==> src/rtl/wmi_pkg.sv <==
package wmi_pkg;
  typedef enum logic [1:0] {
    CMD_NONE = 2'd0,
    CMD_MW   = 2'd1,
    CMD_MWI  = 2'd2
  } out_cmd_e;
endpackage

==> src/rtl/wmi_mode_decode.sv <==
module wmi_mode_decode #(
  parameter int CLS_W      = 8,
  parameter int ADDR_W     = 6,
  parameter int LINE_W     = 7,
  parameter int WORD_BYTES = 4,
  parameter int CLS_SMALL  = 8,
  parameter int CLS_LARGE  = 16
) (
  input  logic              mwi_i,
  input  logic [CLS_W-1:0]  cls_i,
  input  logic [ADDR_W-1:0] addr_lo_i,
  input  logic              post_en_i,
  input  logic              alias_en_i,
  output logic [LINE_W-1:0] line_bytes_o,
  output logic              full_mwi_o
);
  localparam logic [LINE_W-1:0] LB_S   = LINE_W'(CLS_SMALL * WORD_BYTES);
  localparam logic [LINE_W-1:0] LB_L   = LINE_W'(CLS_LARGE * WORD_BYTES);
  localparam logic [ADDR_W-1:0] MASK_S = ADDR_W'(CLS_SMALL * WORD_BYTES - 1);
  localparam logic [ADDR_W-1:0] MASK_L = ADDR_W'(CLS_LARGE * WORD_BYTES - 1);

  logic is_small, is_large, cls_ok, aligned;
  logic [ADDR_W-1:0] mask;

  always_comb begin
    is_small     = (cls_i == CLS_W'(CLS_SMALL));
    is_large     = (cls_i == CLS_W'(CLS_LARGE));
    cls_ok       = is_small | is_large;
    line_bytes_o = is_large ? LB_L : LB_S;
    mask         = is_large ? MASK_L : MASK_S;
    aligned      = (addr_lo_i & mask) == '0;
    // misaligned, aliased, unposted or bad size: plain write handling
    full_mwi_o   = mwi_i & cls_ok & post_en_i & ~alias_en_i & aligned;
  end
endmodule

==> src/rtl/wmi_line_tracker.sv <==
module wmi_line_tracker #(
  parameter int LINE_W     = 7,
  parameter int WORD_BYTES = 4
) (
  input  logic              clk_i,
  input  logic              rst_ni,
  input  logic              load_i,
  input  logic              adv_i,
  input  logic [LINE_W-1:0] line_i,
  output logic [LINE_W-1:0] line_o,
  output logic              boundary_o
);
  logic [LINE_W-1:0] off_q, line_q;

  function automatic logic [LINE_W-1:0] step(input logic [LINE_W-1:0] off,
                                             input logic [LINE_W-1:0] lb);
    logic [LINE_W:0] sum;
    sum = {1'b0, off} + (LINE_W+1)'(WORD_BYTES);
    return (sum >= {1'b0, lb}) ? '0 : sum[LINE_W-1:0];
  endfunction

  always_ff @(posedge clk_i or negedge rst_ni) begin
    if (!rst_ni) begin
      off_q  <= '0;
      line_q <= '0;
    end else if (load_i) begin
      line_q <= line_i;
      off_q  <= step('0, line_i);
    end else if (adv_i) begin
      off_q  <= step(off_q, line_q);
    end
  end

  assign line_o     = line_q;
  assign boundary_o = (off_q == '0);

  a_r2_off_in_line: assert property (@(posedge clk_i) disable iff (!rst_ni)
    (line_q != '0) |-> (off_q < line_q));
endmodule

==> src/rtl/wmi_admit.sv <==
module wmi_admit #(
  parameter int CLS_W      = 8,
  parameter int ADDR_W     = 6,
  parameter int FREE_W     = 10,
  parameter int WORD_BYTES = 4,
  parameter int CLS_SMALL  = 8,
  parameter int CLS_LARGE  = 16
) (
  input  logic              clk_i,
  input  logic              rst_ni,
  input  logic              phase_i,
  input  logic              start_i,
  input  logic              end_i,
  input  logic              mwi_i,
  input  logic [ADDR_W-1:0] addr_lo_i,
  input  logic [CLS_W-1:0]  cls_i,
  input  logic [FREE_W-1:0] free_bytes_i,
  input  logic              q_full_i,
  input  logic              post_en_i,
  input  logic              alias_en_i,
  input  logic              tgt_disc_i,
  input  logic              mabort_i,
  output logic              accept_o,
  output logic              retry_o,
  output logic              disc_o,
  output logic [1:0]        out_cmd_o
);
  import wmi_pkg::*;

  localparam int LINE_W = ADDR_W + 1;

  logic [LINE_W-1:0] line_now, line_cur;
  logic full_mwi, boundary, load, adv;
  logic room_new, room_line;

  logic active_q, mode_q, single_q, abort_q, rest_q;
  logic active_n, mode_n, single_n, abort_n, rest_n;
  logic acc_n, rty_n, dsc_n;
  out_cmd_e cmd_n, cmd_q;

  wmi_mode_decode #(
    .CLS_W(CLS_W), .ADDR_W(ADDR_W), .LINE_W(LINE_W), .WORD_BYTES(WORD_BYTES),
    .CLS_SMALL(CLS_SMALL), .CLS_LARGE(CLS_LARGE)
  ) u_dec (
    .mwi_i(mwi_i), .cls_i(cls_i), .addr_lo_i(addr_lo_i),
    .post_en_i(post_en_i), .alias_en_i(alias_en_i),
    .line_bytes_o(line_now), .full_mwi_o(full_mwi)
  );

  wmi_line_tracker #(.LINE_W(LINE_W), .WORD_BYTES(WORD_BYTES)) u_trk (
    .clk_i(clk_i), .rst_ni(rst_ni), .load_i(load), .adv_i(adv),
    .line_i(line_now), .line_o(line_cur), .boundary_o(boundary)
  );

  assign room_new  = free_bytes_i >= FREE_W'(line_now);
  assign room_line = free_bytes_i >= FREE_W'(line_cur);

  always_comb begin
    active_n = active_q;
    mode_n   = mode_q;
    single_n = single_q;
    abort_n  = abort_q;
    rest_n   = rest_q;
    acc_n    = 1'b0;
    rty_n    = 1'b0;
    dsc_n    = 1'b0;
    cmd_n    = CMD_NONE;
    load     = 1'b0;
    adv      = 1'b0;
    if (phase_i) begin
      if (start_i) begin
        abort_n  = 1'b0;
        rest_n   = 1'b0;
        single_n = 1'b0;
        if (full_mwi) begin
          if (room_new) begin
            acc_n = 1'b1; cmd_n = CMD_MWI;
            active_n = 1'b1; mode_n = 1'b1; load = 1'b1;
          end else begin
            rty_n = 1'b1; active_n = 1'b0;
          end
        end else if (q_full_i) begin
          rty_n = 1'b1; active_n = 1'b0;
        end else begin
          acc_n = 1'b1; cmd_n = CMD_MW;
          active_n = 1'b1; mode_n = 1'b0; single_n = ~post_en_i;
        end
      end else if (active_q) begin
        if (abort_q) begin
          dsc_n = 1'b1; active_n = 1'b0;
        end else if (!mode_q) begin
          if (single_q || q_full_i) begin
            dsc_n = 1'b1; active_n = 1'b0;
          end else begin
            acc_n = 1'b1; cmd_n = CMD_MW;
          end
        end else if (boundary && !room_line) begin
          dsc_n = 1'b1; active_n = 1'b0;
        end else begin
          acc_n = 1'b1; adv = 1'b1;
          cmd_n = (rest_q && !boundary) ? CMD_MW : CMD_MWI;
          if (boundary) rest_n = 1'b0;
        end
      end
    end
    if (end_i) active_n = 1'b0;
    if (mabort_i && active_n) abort_n = 1'b1;
    // outbound disconnect mid-line: remainder of this line goes as memory write
    if (tgt_disc_i && active_n && mode_n && !boundary) rest_n = 1'b1;
  end

  always_ff @(posedge clk_i or negedge rst_ni) begin
    if (!rst_ni) begin
      active_q <= 1'b0; mode_q <= 1'b0; single_q <= 1'b0;
      abort_q  <= 1'b0; rest_q <= 1'b0;
      accept_o <= 1'b0; retry_o <= 1'b0; disc_o <= 1'b0;
      cmd_q    <= CMD_NONE;
    end else begin
      active_q <= active_n; mode_q <= mode_n; single_q <= single_n;
      abort_q  <= abort_n;  rest_q <= rest_n;
      accept_o <= acc_n; retry_o <= rty_n; disc_o <= dsc_n;
      cmd_q    <= cmd_n;
    end
  end

  assign out_cmd_o = cmd_q;

  a_r11_onehot: assert property (@(posedge clk_i) disable iff (!rst_ni)
    $onehot0({accept_o, retry_o, disc_o}));
  a_r11_idle: assert property (@(posedge clk_i) disable iff (!rst_ni)
    !phase_i |=> (!accept_o && !retry_o && !disc_o && out_cmd_o == 2'd0));
  a_r11_cmd_acc: assert property (@(posedge clk_i) disable iff (!rst_ni)
    accept_o == (out_cmd_o != 2'd0));
  a_r3_bad_size: assert property (@(posedge clk_i) disable iff (!rst_ni)
    (phase_i && start_i && cls_i != CLS_W'(CLS_SMALL) && cls_i != CLS_W'(CLS_LARGE))
      |=> (out_cmd_o != 2'd2));
  a_r4_no_post: assert property (@(posedge clk_i) disable iff (!rst_ni)
    (phase_i && start_i && !post_en_i) |=> (out_cmd_o != 2'd2));
  a_r5_alias: assert property (@(posedge clk_i) disable iff (!rst_ni)
    (phase_i && start_i && alias_en_i) |=> (out_cmd_o != 2'd2));
  a_r10_full_start: assert property (@(posedge clk_i) disable iff (!rst_ni)
    (phase_i && start_i && q_full_i && !mwi_i) |=> retry_o);
endmodule

==> config.mk <==
export PLATFORM = sky130hd
export DESIGN_NAME = wmi_admit
export DESIGN_NICKNAME = d
export VERILOG_FILES = /design/src/rtl/wmi_pkg.sv /design/src/rtl/wmi_mode_decode.sv /design/src/rtl/wmi_line_tracker.sv /design/src/rtl/wmi_admit.sv
export SDC_FILE = /design/constraint.sdc
export NUM_CORES = 1
export LEC_CHECK = 0
export ABC_AREA = 0
export BUFFER_PORTS_ARGS = -buffer_cell sky130_fd_sc_hd__buf_2
export CAP_MARGIN = 20
export CORE_MARGIN = 8
export CORE_UTILIZATION = 35
export DETAILED_ROUTE_END_ITERATION = 16
export PLACE_DENSITY = 0.66
export SLEW_MARGIN = 10
export SYNTH_ARGS = -nofsm -noshare
export SYNTH_HDL_FRONTEND = slang
export SYNTH_SLANG_ARGS = --single-unit
==> constraint.sdc <==
create_clock -name clk_i -period 3.4 [get_ports clk_i]
set_clock_uncertainty 0.1 [all_clocks]
set_input_delay 0.51 -clock clk_i [delete_from_list [all_inputs] [get_ports clk_i]]
set_output_delay 0.51 -clock clk_i [all_outputs]
set_load 0.03 [all_outputs]
Yosys cells after proc, flatten, opt, wreduce, memory -nomap -nowiden
Index checks and enable logic that the tools add are counted.
{"block": "word_totals", "register_bits": 24, "latchBits": 0, "mem_bits_rw": 0, "mem_bits_ro": 0, "word_cells": 116, "mem_count": 0}
{"block": "classes", "addsub": 1, "multipliers": 0, "div_mod_pow": 0, "n_lt_le_gt_ge": 4, "n_eq_ne": 4, "n_shift": 0, "mux": 67, "bitwise_logic": 8, "reduce_logical": 21}
{"cell": "$mux W1", "count": 52}
{"cell": "$mux W7", "count": 4}
{"cell": "$ge A10 B7 Y1", "count": 2}
{"cell": "$mux W2", "count": 9}
{"cell": "$reduce_bool A3 Y1", "count": 3}
{"cell": "$add A7 B3 Y8 const B", "count": 1}
{"cell": "$eq A8 B4 Y1 const B", "count": 1}
{"cell": "$eq A8 B5 Y1 const B", "count": 1}
{"cell": "$ge A8 B7 Y1", "count": 1}
{"cell": "$reduce_bool A2 Y1", "count": 4}
{"cell": "$ge A3 B7 Y1 const A", "count": 1}
{"cell": "$logic_not A7 Y1", "count": 1}
{"cell": "$and A6 B6 Y6", "count": 1}
{"cell": "$logic_and A1 B1 Y1", "count": 6}
{"cell": "$logic_not A6 Y1", "count": 1}
{"cell": "$mux W6", "count": 1}
{"cell": "$ne A3 B2 Y1 const B", "count": 2}
{"cell": "$reduce_and A6 Y1", "count": 1}
{"cell": "$and A1 B1 Y1", "count": 4}
{"cell": "$reduce_and A2 Y1", "count": 2}
{"cell": "$mux W3", "count": 1}
{"cell": "$logic_not A1 Y1", "count": 2}
{"cell": "$not A1 Y1", "count": 2}
{"cell": "$logic_or A1 B1 Y1", "count": 1}
{"cell": "$or A1 B1 Y1", "count": 1}

Logic depth before layout (Yosys ltp)
{"block": "logic_depth", "depth_word": 15, "ltp_mapped": 10}

Modules after synthesis
Synthesis repeated with hierarchy kept, for this count alone.
{"block": "unflattened", "hier_cells": 184, "area_unflattened_um2": 1656.6}
{"module": "wmi_admit", "n_inst": 1, "cells_per_inst": 93, "area_per_inst_um2": 817.0, "seq_area_each_um2": 250.2}
{"module": "wmi_line_tracker", "n_inst": 1, "cells_per_inst": 73, "area_per_inst_um2": 714.4, "seq_area_each_um2": 300.3}
{"module": "wmi_mode_decode", "n_inst": 1, "cells_per_inst": 18, "area_per_inst_um2": 125.1, "seq_area_each_um2": 0.0}

Worst setup path before layout
OpenSTA, ideal clock, no wires.
{"block": "synth_timing", "path_type": "input-to-reg", "start": "in cls_i[6]", "end": "reg u_trk.line_q[5], in the netlist u_trk.line_o[5]", "setup_ns": 0.125, "arrival_time_ns": 2.162, "required_ns": 3.175, "path_slack_ns": 1.013, "cell_stages": 7, "path_buffers": 0, "cell_sequence": "nor4_4 -> nand4b_1 -> ha_1 -> a31oi_1 -> o21a_1 -> nor3_4 -> mux2_4"}
{"block": "synth_between", "elab_cells_between_ends": 16}
{"element": "start, declared", "line": "wmi_admit.sv:16", "source": "input logic [CLS_W-1:0] cls_i,"}
{"element": "$eq A8 B5 Y1 (*)", "line": "wmi_mode_decode.sv:27", "source": "is_large = (cls_i == CLS_W'(CLS_LARGE));"}
{"element": "$mux W7 (*)", "line": "wmi_mode_decode.sv:29", "source": "line_bytes_o = is_large ? LB_L : LB_S;"}
{"element": "net line_now[5]", "line": "wmi_admit.sv:32", "source": "logic [LINE_W-1:0] line_now, line_cur;"}
{"element": "$ge A10 B7 Y1", "line": "wmi_admit.sv:55", "source": "assign room_new = free_bytes_i >= FREE_W'(line_now);"}
{"element": "$mux W1", "line": "wmi_admit.sv:76", "source": "if (room_new) begin"}
{"element": "$mux W1", "line": "wmi_admit.sv:75", "source": "if (full_mwi) begin"}
{"element": "$mux W1", "line": "wmi_admit.sv:71", "source": "if (start_i) begin"}
{"element": "$mux W1", "line": "wmi_admit.sv:70", "source": "if (phase_i) begin"}
{"element": "end signal, assigned", "line": "wmi_line_tracker.sv:27", "source": "line_q <= line_i;"}
{"element": "end, declared", "line": "wmi_line_tracker.sv:13", "source": "logic [LINE_W-1:0] off_q, line_q;"}
Mark *: on every way through the listed nets, which the timed path passes. The rest lies on a longest branch.
A chain may end at the register's enable or synchronous reset.

Final worst setup path
{"block": "layout_timing", "start": "reg u_trk.off_q[2]", "end": "reg u_trk.off_q[3]"}
{"block": "layout_between", "elab_chain_len": 9, "elab_cells_between_ends": 14}
{"element": "start, declared", "line": "wmi_line_tracker.sv:13"}
{"element": "start signal, assigned", "line": "wmi_line_tracker.sv:28", "source": "off_q <= step('0, line_i);"}
{"element": "start signal, assigned", "line": "wmi_line_tracker.sv:30", "source": "off_q <= step(off_q, line_q);"}
{"element": "branches (longest 9 deep; another with $add A7 B3 Y8)"}
Parallel ways; which one is timed is not known. The select of a mux whose other input is x is not followed.

==> results.py <==
metrics = {
    "cells_and_area": {
        "fin_area_sq_mm": 0.001484,
        "fin_nets": 209,
        "layout_commonest_cell": "buf_2",
        "drive_above_1_share": 0.3780,
        "mostFrequentLayoutCells": "39 x buf_2, 17 x dfrtp_1, 9 x nor2_1, 9 x ha_1",
        "num_antenna_cells": 0,
        "fill_cells": 344,
        "area_growth_pct": 23.16,
        "utilization": 0.4482,
    },
    "grt": {
        "grt_max_degree": 18,
        "grt_use_met1": 0.1215,
        "gr-max-usage-layer": "met2",
        "grt_first_pass_wirelength_um": 4968,
        "grt_util_all_layers": 0.1135,
        "antenna_found_initial": 0,
        "overflow": 0,
        "use_met2": 0.2062,
        "grt_pass1_vias": 1135,
        "grt_use_met3": 0.02796,
    },
    "synthesis": {
        "synth_top_family_by_area": "simple AND/OR/NAND/NOR gates",
        "synth_adder_area_share": 0.09346,
        "ys_warn_count": 0,
        "synth_xor_area_frac": 0.01454,
        "async_reset_ff_frac": 1.000,
        "synth.cell_area_sq_mm": 0.001205,
        "synth_compound_area_frac": 0.1641,
        "synth_fp_nets": 165,
        "yosysUniqueCellTypes": 49,
        "synth_seq_cells": 17,
        "syn-mean-instance-area_sq_um": 9.958,
        "synth-edff-count": 0,
        "synthMuxAreaShare": 0.03011,
        "synth_flop_cell": "dfrtp_1",
        "synthSimpleGateAreaFrac": 0.3198,
        "ys_seq_area_frac": 0.3531,
        "synth_cells": 121,
    },
    "floorplan": {
        "core_sq_mm": 0.003311,
        "pin_count": 40,
        "die_w_um": 74.68,
        "die_y_um": 74.68,
        "start_util": 0.3639,
        "die-area_sq_mm": 0.005576,
        "rows": 21,
    },
    "critical_path": {
        "cp_data_arrival_time_ps": 2530,
        "cp-end-kind": "flip-flop",
        "startpoint_type": "flip-flop",
        "worstPathMaxFanout": 6,
        "regToRegSetupSlack_ps": 980,
        "critical_path_class": "reg -> reg",
        "r2r_start": "u_trk.off_q[2]$_DFFE_PN0P_",
        "rr_endpoint": "u_trk.off_q[3]$_DFFE_PN0P_",
        "cp.required_ps": 3510,
        "ff2ff_path_depth": 9,
    },
    "worst_hold_path": {
        "hold_class": "in -> async",
    },
    "timing": {
        "hold_viol_final": 0,
        "tightest_slew_ps": 382.1,
        "final.period_utilization": 0.7128,
        "fmax_mhz": 412.6,
        "rsz0062_at_grt": "false",
        "slew_headroom": 0.7445,
        "min_period_ps": 2423,
        "setup_tns_ps": 0,
        "setup_ws_ps": 976.6,
        "drv_slew": 0,
        "setup_viol": 0,
    },
    "clocking": {
        "clock-sinks": 17,
        "cts_resized": 0,
        "cts_made_buffers": 3,
        "root_buffer": "clkbuf_4",
        "hold_buffers": 0,
        "tritoncts": "done",
        "clk_latency_ps": 290,
        "cts_buffer_depth": 2,
        "cts_htree_levels": 1,
        "postCtsSetupRepairBufs": 0,
        "cts.clk_slew.worst_paths_ps": 100,
    },
    "placed_design": {
        "place.gp.congestion": 0.7794,
        "dp_slack_ps": 696.1,
        "placed_area_sq_mm": 0.001458,
        "portBuffers": 39,
        "dp_hpwl_um": 2374,
    },
    "routing": {
        "drt_iter0_markers": 41,
        "viasPerCell": 5.010,
        "first_pass_iters": 4,
        "wl_um": 2836,
        "vias": 1052,
        "ant_nets": 0,
        "drc_errors": 0,
        "wl_per_cell_um": 13.50,
    },
    "run": {
        "drv_cap": 0,
    },
    "status": {
        "outcome": "finished, final reports clean",
    },
    "power_and_ir_drop": {
        "p_leak_uw": 0.0006844,
        "powerDensity_mw_per_mm2": 259.4,
        "ir_drop_mv": 0.1029,
    },
}
-- per-stage QoR --
step                      hold WS, ps  std cells  total power [uW]
final                           21.03        210             385.0
after global routing            38.10        210             408.8
after detailed placement        354.3        206             279.5
after global placement          348.0        206             277.4
after floorplan                 114.4        121             243.3
after CTS                       29.48        210             387.8
-- cell type report --
cell class	count	area, sq um	area share
clock buffer	4	26.28	0.01771
inverter	8	30.03	0.02024
multi-input combinational	96	749.5	0.5051
sequential	17	425.4	0.2867
tap	46	57.56	0.03879
timing repair buffer	39	195.2	0.1315
-- worst max-delay path, cell delays in order, from the launching register on --
cell,delay (ps)
dfrtp_1,430
ha_1,230
nand3_1,100
xnor2_1,210
ha_1,280
nand4_1,100
nand3b_1,160
a31o_2,270
or3_1,300
a21oi_1,170
-- sequential cells by signal (all words and copies together), names as in the netlist --
name and cells:
out_cmd_o 2, u_trk.off_q 5, rest_q 1, accept_o 1, disc_o 1, mode_q 1, single_q 1, retry_o 1
u_trk.line_o 2, active_q 1, abort_q 1
-- worst max path at each step --
| stage | slack [ps] | to | start |
|---|---|---|---|
| 3_3_place_gp | 740 | u_trk.line_o[5]$_DFFE_PN0P_ | cls_i[6] |
| 6_report | 980 | u_trk.off_q[3]$_DFFE_PN0P_ | u_trk.off_q[2]$_DFFE_PN0P_ |
| 4_1_cts | 960 | u_trk.off_q[3]$_DFFE_PN0P_ | u_trk.off_q[2]$_DFFE_PN0P_ |
| 3_5_place_dp | 700 | u_trk.line_o[5]$_DFFE_PN0P_ | cls_i[6] |
| 2_1_floorplan | 1010 | u_trk.line_o[5]$_DFFE_PN0P_ | cls_i[6] |
| 5_1_grt | 760 | u_trk.off_q[3]$_DFFE_PN0P_ | u_trk.off_q[3]$_DFFE_PN0P_ |
-- layer usage --
metal  share of wire  vias to the layer above
li1                -                      538
met4          0.0092                        0
met1            0.39                      486
met2            0.54                       26
met5               0                        -
met3           0.063                        2
-- Yosys cell counts (3+ instances only) --
master,number,share of area
nor2_1,9,0.028
nor2b_1,3,0.016
o21ai_0,5,0.021
inv_1,8,0.025
o211ai_1,3,0.019
nand2_2,4,0.021
nand2_1,8,0.025
nor3_1,4,0.017
a21oi_1,5,0.021
dfrtp_1,17,0.35
ha_1,9,0.093
-- cells by family (layout without fill, tap and decap cells) --
kind of cell	after synthesis	after routing
simple gates	55	55
compound gates	27	27
flops	17	17
fa+ha+maj	9	9
buf+inv	8	51
mux	3	3
xor+xnor	2	2
-- report_power, final --
part / switching, uW / internal [uW] / total [uW]
sequential: 4.64 / 207 / 212
clock: 64.7 / 45.6 / 110
combinational: 34.2 / 28.5 / 62.6
Note: power is estimated with default switching activity, not from simulation.
